===== src/rtl/vred_pkg.sv =====
package vred_pkg;

    typedef enum logic [2:0] {
        RED_SUM  = 3'd0,
        RED_AND  = 3'd1,
        RED_OR   = 3'd2,
        RED_XOR  = 3'd3,
        RED_MINU = 3'd4,
        RED_MIN  = 3'd5,
        RED_MAXU = 3'd6,
        RED_MAX  = 3'd7
    } red_op_e;

    typedef enum logic {
        ST_IDLE = 1'b0,
        ST_RUN  = 1'b1
    } red_st_e;

endpackage


===== src/rtl/vred_alu.sv =====
module vred_alu
    import vred_pkg::*;
#(
    parameter int EW = 16
) (
    input  red_op_e       op,
    input  logic [EW-1:0] acc,
    input  logic [EW-1:0] elem,
    output logic [EW-1:0] res
);
    logic lt_u;
    logic lt_s;

    assign lt_u = elem < acc;
    assign lt_s = $signed(elem) < $signed(acc);

    always_comb begin
        unique case (op)
            RED_SUM:  res = acc + elem;
            RED_AND:  res = acc & elem;
            RED_OR:   res = acc | elem;
            RED_XOR:  res = acc ^ elem;
            RED_MINU: res = lt_u ? elem : acc;
            RED_MIN:  res = lt_s ? elem : acc;
            RED_MAXU: res = lt_u ? acc : elem;
            RED_MAX:  res = lt_s ? acc : elem;
            default:  res = acc;
        endcase
    end
endmodule


===== src/rtl/vred_cfg_check.sv =====
module vred_cfg_check #(
    parameter int MUL_W   = 8,
    parameter int MUL_MAX = 64,
    parameter int N_OPND  = 3
) (
    input  logic [N_OPND-1:0][MUL_W-1:0] muls,
    output logic                         bad
);
    localparam logic [MUL_W-1:0] LIMIT = MUL_W'(MUL_MAX);

    logic [N_OPND-1:0] opnd_bad;

    for (genvar g = 0; g < N_OPND; g++) begin : g_opnd
        assign opnd_bad[g] = (muls[g] == '0) || (muls[g] > LIMIT);
    end

    assign bad = |opnd_bad;
endmodule


===== src/rtl/vred_unit.sv =====
module vred_unit
    import vred_pkg::*;
#(
    parameter int EW     = 16,
    parameter int MAX_VL = 32,
    parameter int MUL_W  = 8,
    parameter int VL_W   = $clog2(MAX_VL + 1),
    parameter int IDX_W  = $clog2(MAX_VL)
) (
    input  logic              clk,
    input  logic              rst_n,
    input  logic              start,
    input  logic [2:0]        op_sel,
    input  logic [VL_W-1:0]   vl,
    input  logic [VL_W-1:0]   vstart_idx,
    input  logic [EW-1:0]     seed,
    input  logic [MAX_VL-1:0] mask,
    input  logic [MUL_W-1:0]  mul_dst,
    input  logic [MUL_W-1:0]  mul_src2,
    input  logic [MUL_W-1:0]  mul_src1,
    input  logic [EW-1:0]     elem_data,
    output logic              elem_req,
    output logic [IDX_W-1:0]  elem_idx,
    output logic              busy,
    output logic [EW-1:0]     res_data,
    output logic              res_valid,
    output logic              clr_start,
    output logic              exc
);
    localparam int N_OPND = 3;

    typedef struct packed {
        red_st_e           st;
        logic [IDX_W-1:0]  idx;
        logic [IDX_W-1:0]  last;
        red_op_e           op;
        logic [EW-1:0]     acc;
        logic [MAX_VL-1:0] msk;
        logic [EW-1:0]     res;
        logic              vld;
        logic              exc;
    } red_state_t;

    red_state_t s_d, s_q;

    logic          cfg_bad;
    logic [EW-1:0] fold_res;

    vred_cfg_check #(
        .MUL_W   (MUL_W),
        .MUL_MAX (64),
        .N_OPND  (N_OPND)
    ) u_cfg (
        .muls ({mul_dst, mul_src2, mul_src1}),
        .bad  (cfg_bad)
    );

    vred_alu #(
        .EW (EW)
    ) u_alu (
        .op   (s_q.op),
        .acc  (s_q.acc),
        .elem (elem_data),
        .res  (fold_res)
    );

    always_comb begin
        s_d     = s_q;
        s_d.vld = 1'b0;
        s_d.exc = 1'b0;
        unique case (s_q.st)
            ST_IDLE: begin
                if (start) begin
                    if ((vstart_idx != '0) || cfg_bad) begin
                        s_d.exc = 1'b1;
                    end else if (vl == '0) begin
                        s_d.res = seed;
                        s_d.vld = 1'b1;
                    end else begin
                        s_d.st   = ST_RUN;
                        s_d.idx  = '0;
                        s_d.last = IDX_W'(vl - 1'b1);
                        s_d.op   = red_op_e'(op_sel);
                        s_d.acc  = seed;
                        s_d.msk  = mask;
                    end
                end
            end
            ST_RUN: begin
                if (s_q.msk[s_q.idx]) begin
                    s_d.acc = fold_res;
                end
                if (s_q.idx == s_q.last) begin
                    s_d.res = s_d.acc;
                    s_d.vld = 1'b1;
                    s_d.st  = ST_IDLE;
                end else begin
                    s_d.idx = s_q.idx + 1'b1;
                end
            end
            default: s_d.st = ST_IDLE;
        endcase
    end

    always_ff @(posedge clk or negedge rst_n) begin
        if (!rst_n) begin
            s_q <= '0;
        end else begin
            s_q <= s_d;
        end
    end

    assign busy      = (s_q.st == ST_RUN);
    assign elem_req  = busy;
    assign elem_idx  = s_q.idx;
    assign res_data  = s_q.res;
    assign res_valid = s_q.vld;
    assign clr_start = s_q.vld;
    assign exc       = s_q.exc;
endmodule


===== config.mk =====
export PLATFORM = sky130hd
export DESIGN_NAME = vred_unit
export DESIGN_NICKNAME = d
export VERILOG_FILES = /design/src/rtl/vred_pkg.sv /design/src/rtl/vred_alu.sv /design/src/rtl/vred_cfg_check.sv /design/src/rtl/vred_unit.sv
export SDC_FILE = /design/constraint.sdc
export NUM_CORES = 1
export LEC_CHECK = 0
export BUFFER_PORTS_ARGS = -buffer_cell sky130_fd_sc_hd__buf_2
export CAP_MARGIN = 20
export CORE_ASPECT_RATIO = 1.5
export CORE_MARGIN = 10
export CORE_UTILIZATION = 52
export DETAILED_ROUTE_END_ITERATION = 12
export PLACE_DENSITY_LB_ADDON = 0.08
export SKIP_CTS_REPAIR_TIMING = 1
export SLEW_MARGIN = 5
export SYNTH_ARGS = -nofsm -noshare
export SYNTH_HDL_FRONTEND = slang
export SYNTH_HIERARCHICAL = 1
export SYNTH_SLANG_ARGS = --single-unit

===== constraint.sdc =====
create_clock -name clk -period 4 [get_ports clk]
set_input_delay 0.4 -clock clk [delete_from_list [all_inputs] [get_ports clk]]
set_output_delay 0.4 -clock clk [all_outputs]
set_load 0.005 [all_outputs]

==> metrics.md <==
| Metric | Value |
|---|---|
| Die span in x | `110 µm` |
| H-Tree Depth | `3` |
| Core region area | `12000 µm²` |
| Syn Inst Count | `716` |
| Ys Warns | `6` |
| Net Count, Synth | `873` |
| Hpwl dp | `13700 µm` |
| GR Util met1 | `22.7%` |
| Drt total wl | `17600 µm` |
| Status | `finished, final reports clean` |
| Power Density | `275 nW/µm²` |
| Row count | `49` |
| Compound-Gate Fraction of Synth Area | `17.4%` |
| Worst-path cell chain | `inv_1, ha_1, nor3_2, o21ai_1, a2111oi_2, a2111oi_4, a22o_4, nand3_1, nor3b_1, o22ai_1, or3b_2, o221a_2` |
| Overall power | `1980 µW` |
| WL per Instance | `18.2 µm` |
| RR Endpoint | `s_q[64]` |
| Setup TNS | `0 ns` |
| Vias | `5458` |
| Drt first pass iters | `7` |
| Nets | `963` |
| Final worst slack | `0.436 ns` |
| Reg2reg setup slack | `0.44 ns` |
| Io pins | `132` |
| CP Launch Type | `register` |
| Max VDD drop | `0.325 mV` |
| Number of remaining DRC errors | `0` |
| Post-synthesis register bit count | `80` |
| Worst path max stage delay | `0.48 ns` |
| Ys flop type | `dfrtp_1` |
| CP bufs+invs | `1` |
| Crit path arrival time | `3.79 ns` |
| Share of post-route cells with drive strength above 1 | `22.9%` |
| First-pass GRT wire length | `28000 µm` |
| Final period util | `89.1%` |
| Post-DRT Antenna Nets | `0` |
| Area growth, synth to finish | `13.4%` |
| Post-Synth XOR/XNOR Area | `3.60%` |
| GP Congestion | `0.892` |
| Skew-Pair Late Insertion Delay | `0.34 ns` |
| Initial DRC Count | `284` |
| Tot GR Track Use | `20.6%` |
| Synth Area in Simple Gates | `16.7%` |
| Starting density of the core | `52.9%` |
| Vias in the first global route | `5619` |
| Die H | `155 µm` |
| Synthesized cell area | `6330 µm²` |
| Die ar. | `17100 µm²` |
| Clock Skews | `0.00779 ns` |
| Worst-margin pin slew | `1.05 ns` |
| Clock-pin transition on the worst setup and hold timing paths | `0.06 ns` |
| EDFF count, synth | `0` |
| Root buffer cell | `clkbuf_16` |
| Hold path endpoint | `s_q[37]` |
| Crit path time final | `3.56 ns` |
| Hold violation count in the final report | `0` |
| Mux cell area share after synthesis | `10.4%` |
| Fraction of the mapped netlist area in adder cells | `10.2%` |
| Design area | `7180 µm²` |
| R2R depth | `12` |
| GRT busiest layer | `met2` |
| Final setup viols | `0` |
| Worst hold path type | `in2reg` |
| Placed cell areas | `6800 µm²` |
| RSZ-0062 raised after global routing | `no` |
| Sequential fraction of the synthesis area | `31.6%` |
| Largest family of logic cells by synthesized area | `compound AO/OA/AOI/OAI gates` |
| CTS Buf Count | `9` |
| Initial antenna violation count | `0` |
| Syn_area_per_cell | `8.84 µm²` |
| Top delay family on crit path | `compound AO/OA/AOI/OAI gates` |
| Met2 GRT Util | `36.5%` |
| Crit-path slowest cell | `a2111oi_2` |
| Required @ worst endpoint | `4.22 ns` |
| Slew HR | `30.0%` |
| Async S/R FF share, synth | `100%` |
| Pre-CTS setup slack | `0.422 ns` |
| Pleak | `0.00368 µW` |
| CTS tree | `done` |
| Max Cap Viol | `0` |
| Highest Clock Rate | `0.281 GHz` |
| Hold wc startpoint | `mask[19]` |
| Met3 usage | `4.30%` |
| Reg2reg start | `s_q[62]` |
| Diode count | `0` |
| Hold Path Cell Cnt | `3` |
| Critical path fanouts, max | `8` |
| Clock tree buffer depth | `2` |
| Pin count of the biggest net entering global routing | `81` |
| Netlist cell types | `72` |
| Clk sink count | `80` |
| Crit Path Class | `reg2reg` |
| GRT overflow | `0` |
| Slew Limit Fails | `0` |
| Via-to-Cell Ratio | `5.66` |
| Port Buf Inserts | `131` |
| CP Capture Type | `register` |
[power breakdown]
| part | switching, µW | leakage, µW | internal [µW] |
|---|---|---|---|
| sequential | 6.41 | 0.00111 | 815 |
| clock | 322 | 0.000161 | 597 |
| combinational | 129 | 0.00240 | 106 |
[synthesized netlist by cell type (13+ instances only)]
cell type,instances,area share [%]
a21oi_1,43,3.4
buf_4,26,3.1
dfrtp_1,80,32
a22oi_1,23,2.7
nor3_1,13,1.0
clkbuf_1,18,1.1
xnor2_1,14,1.9
inv_1,48,2.8
nand2_1,131,7.8
nor2_1,31,1.8
o21ai_1,15,1.2
ha_1,50,9.9
o21ai_0,25,2.0
o22ai_1,20,2.0
mux2i_1,43,6.8
[routing by layer]
metal	vias to the layer above	wire length (µm)
met5	-	0
met3	44	999
met4	0	680
met2	159	9420
li1	2646	-
met1	2609	6460
[state kept, by name, summed over array words and instances, names as in the netlist]
signal and flops:
busy 1, clr_start 1, elem_idx 5, exc 1, res_data 16, s_q 56
[worst register-to-register path, stage by stage (launching register included)]
cell	delay, ns
dfrtp_1	0.41
inv_1	0.09
ha_1	0.42
nor3_2	0.34
o21ai_1	0.21
a2111oi_2	0.48
a2111oi_4	0.14
a22o_4	0.33
nand3_1	0.08
nor3b_1	0.22
o22ai_1	0.13
or3b_2	0.48
o221a_2	0.13
[kinds of logic after synthesis]
group | Yosys count
buffers and inverters | 112
flip-flops | 80
XOR/XNOR | 26
AND/OR/NAND/NOR | 228
multiplexers | 55
AO/OA/AOI/OAI | 164
adder cells (fa/ha/maj) | 51
[cell usage in the layout (no fill, tap or decap), types with 4 or more instances in the layout]
master     instances
or4_1              4
nand2b_1           4
o22ai_1           20
o21ai_0           25
ha_1              50
a21oi_1           43
a221oi_1           4
nand3_1           10
inv_1             48
o21ai_1           15
buf_2            130
buf_4             10
mux2i_1           43
nor2_1            31
xnor2_1           14
a21o_1             5
nand4_1            4
mux4_1             4
nor2b_1            5
nand2_1          130
a22oi_1           23
nor3_1            13
clkbuf_16          9
dfrtp_1           80
xor2_1            12
mux2_2             5
[worst max path at each step]
stage / from / end / slack, ns / depth (start not counted)
3_5_place_dp: elem_data[12] / s_q[64] / 0.42 / 13
2_1_floorplan: s_q[56] / s_q[64] / 0.92 / 12
6_report: s_q[62] / s_q[64] / 0.44 / 12
5_1_grt: s_q[62] / s_q[64] / 0.33 / 12
4_1_cts: s_q[62] / s_q[64] / 0.46 / 12
3_3_place_gp: elem_data[12] / s_q[64] / 0.45 / 13
[area by class of cell]
class	instances	area [µm²]
fillers	1076	4780
multi-input cells	524	3690
flip-flops and latches	80	2000
repair buffers	142	763
clock buffers	12	267
well taps	153	191
inverters	49	184
clock inverters	4	75.1
[through the flow]
| stage | std cells | util [%] | hold slack, ns |
|---|---|---|---|
| 2_1_floorplan | 716 | - | 0.104 |
| 3_3_place_gp | 946 | 56.8 | 0.451 |
| 3_5_place_dp | 946 | 56.8 | 0.459 |
| 4_1_cts | 962 | 59.7 | 0.236 |
| 5_1_grt | 964 | 60.0 | 0.250 |
| 6_report | 964 | 60.0 | 0.248 |
(Power assumes the default switching activity.)
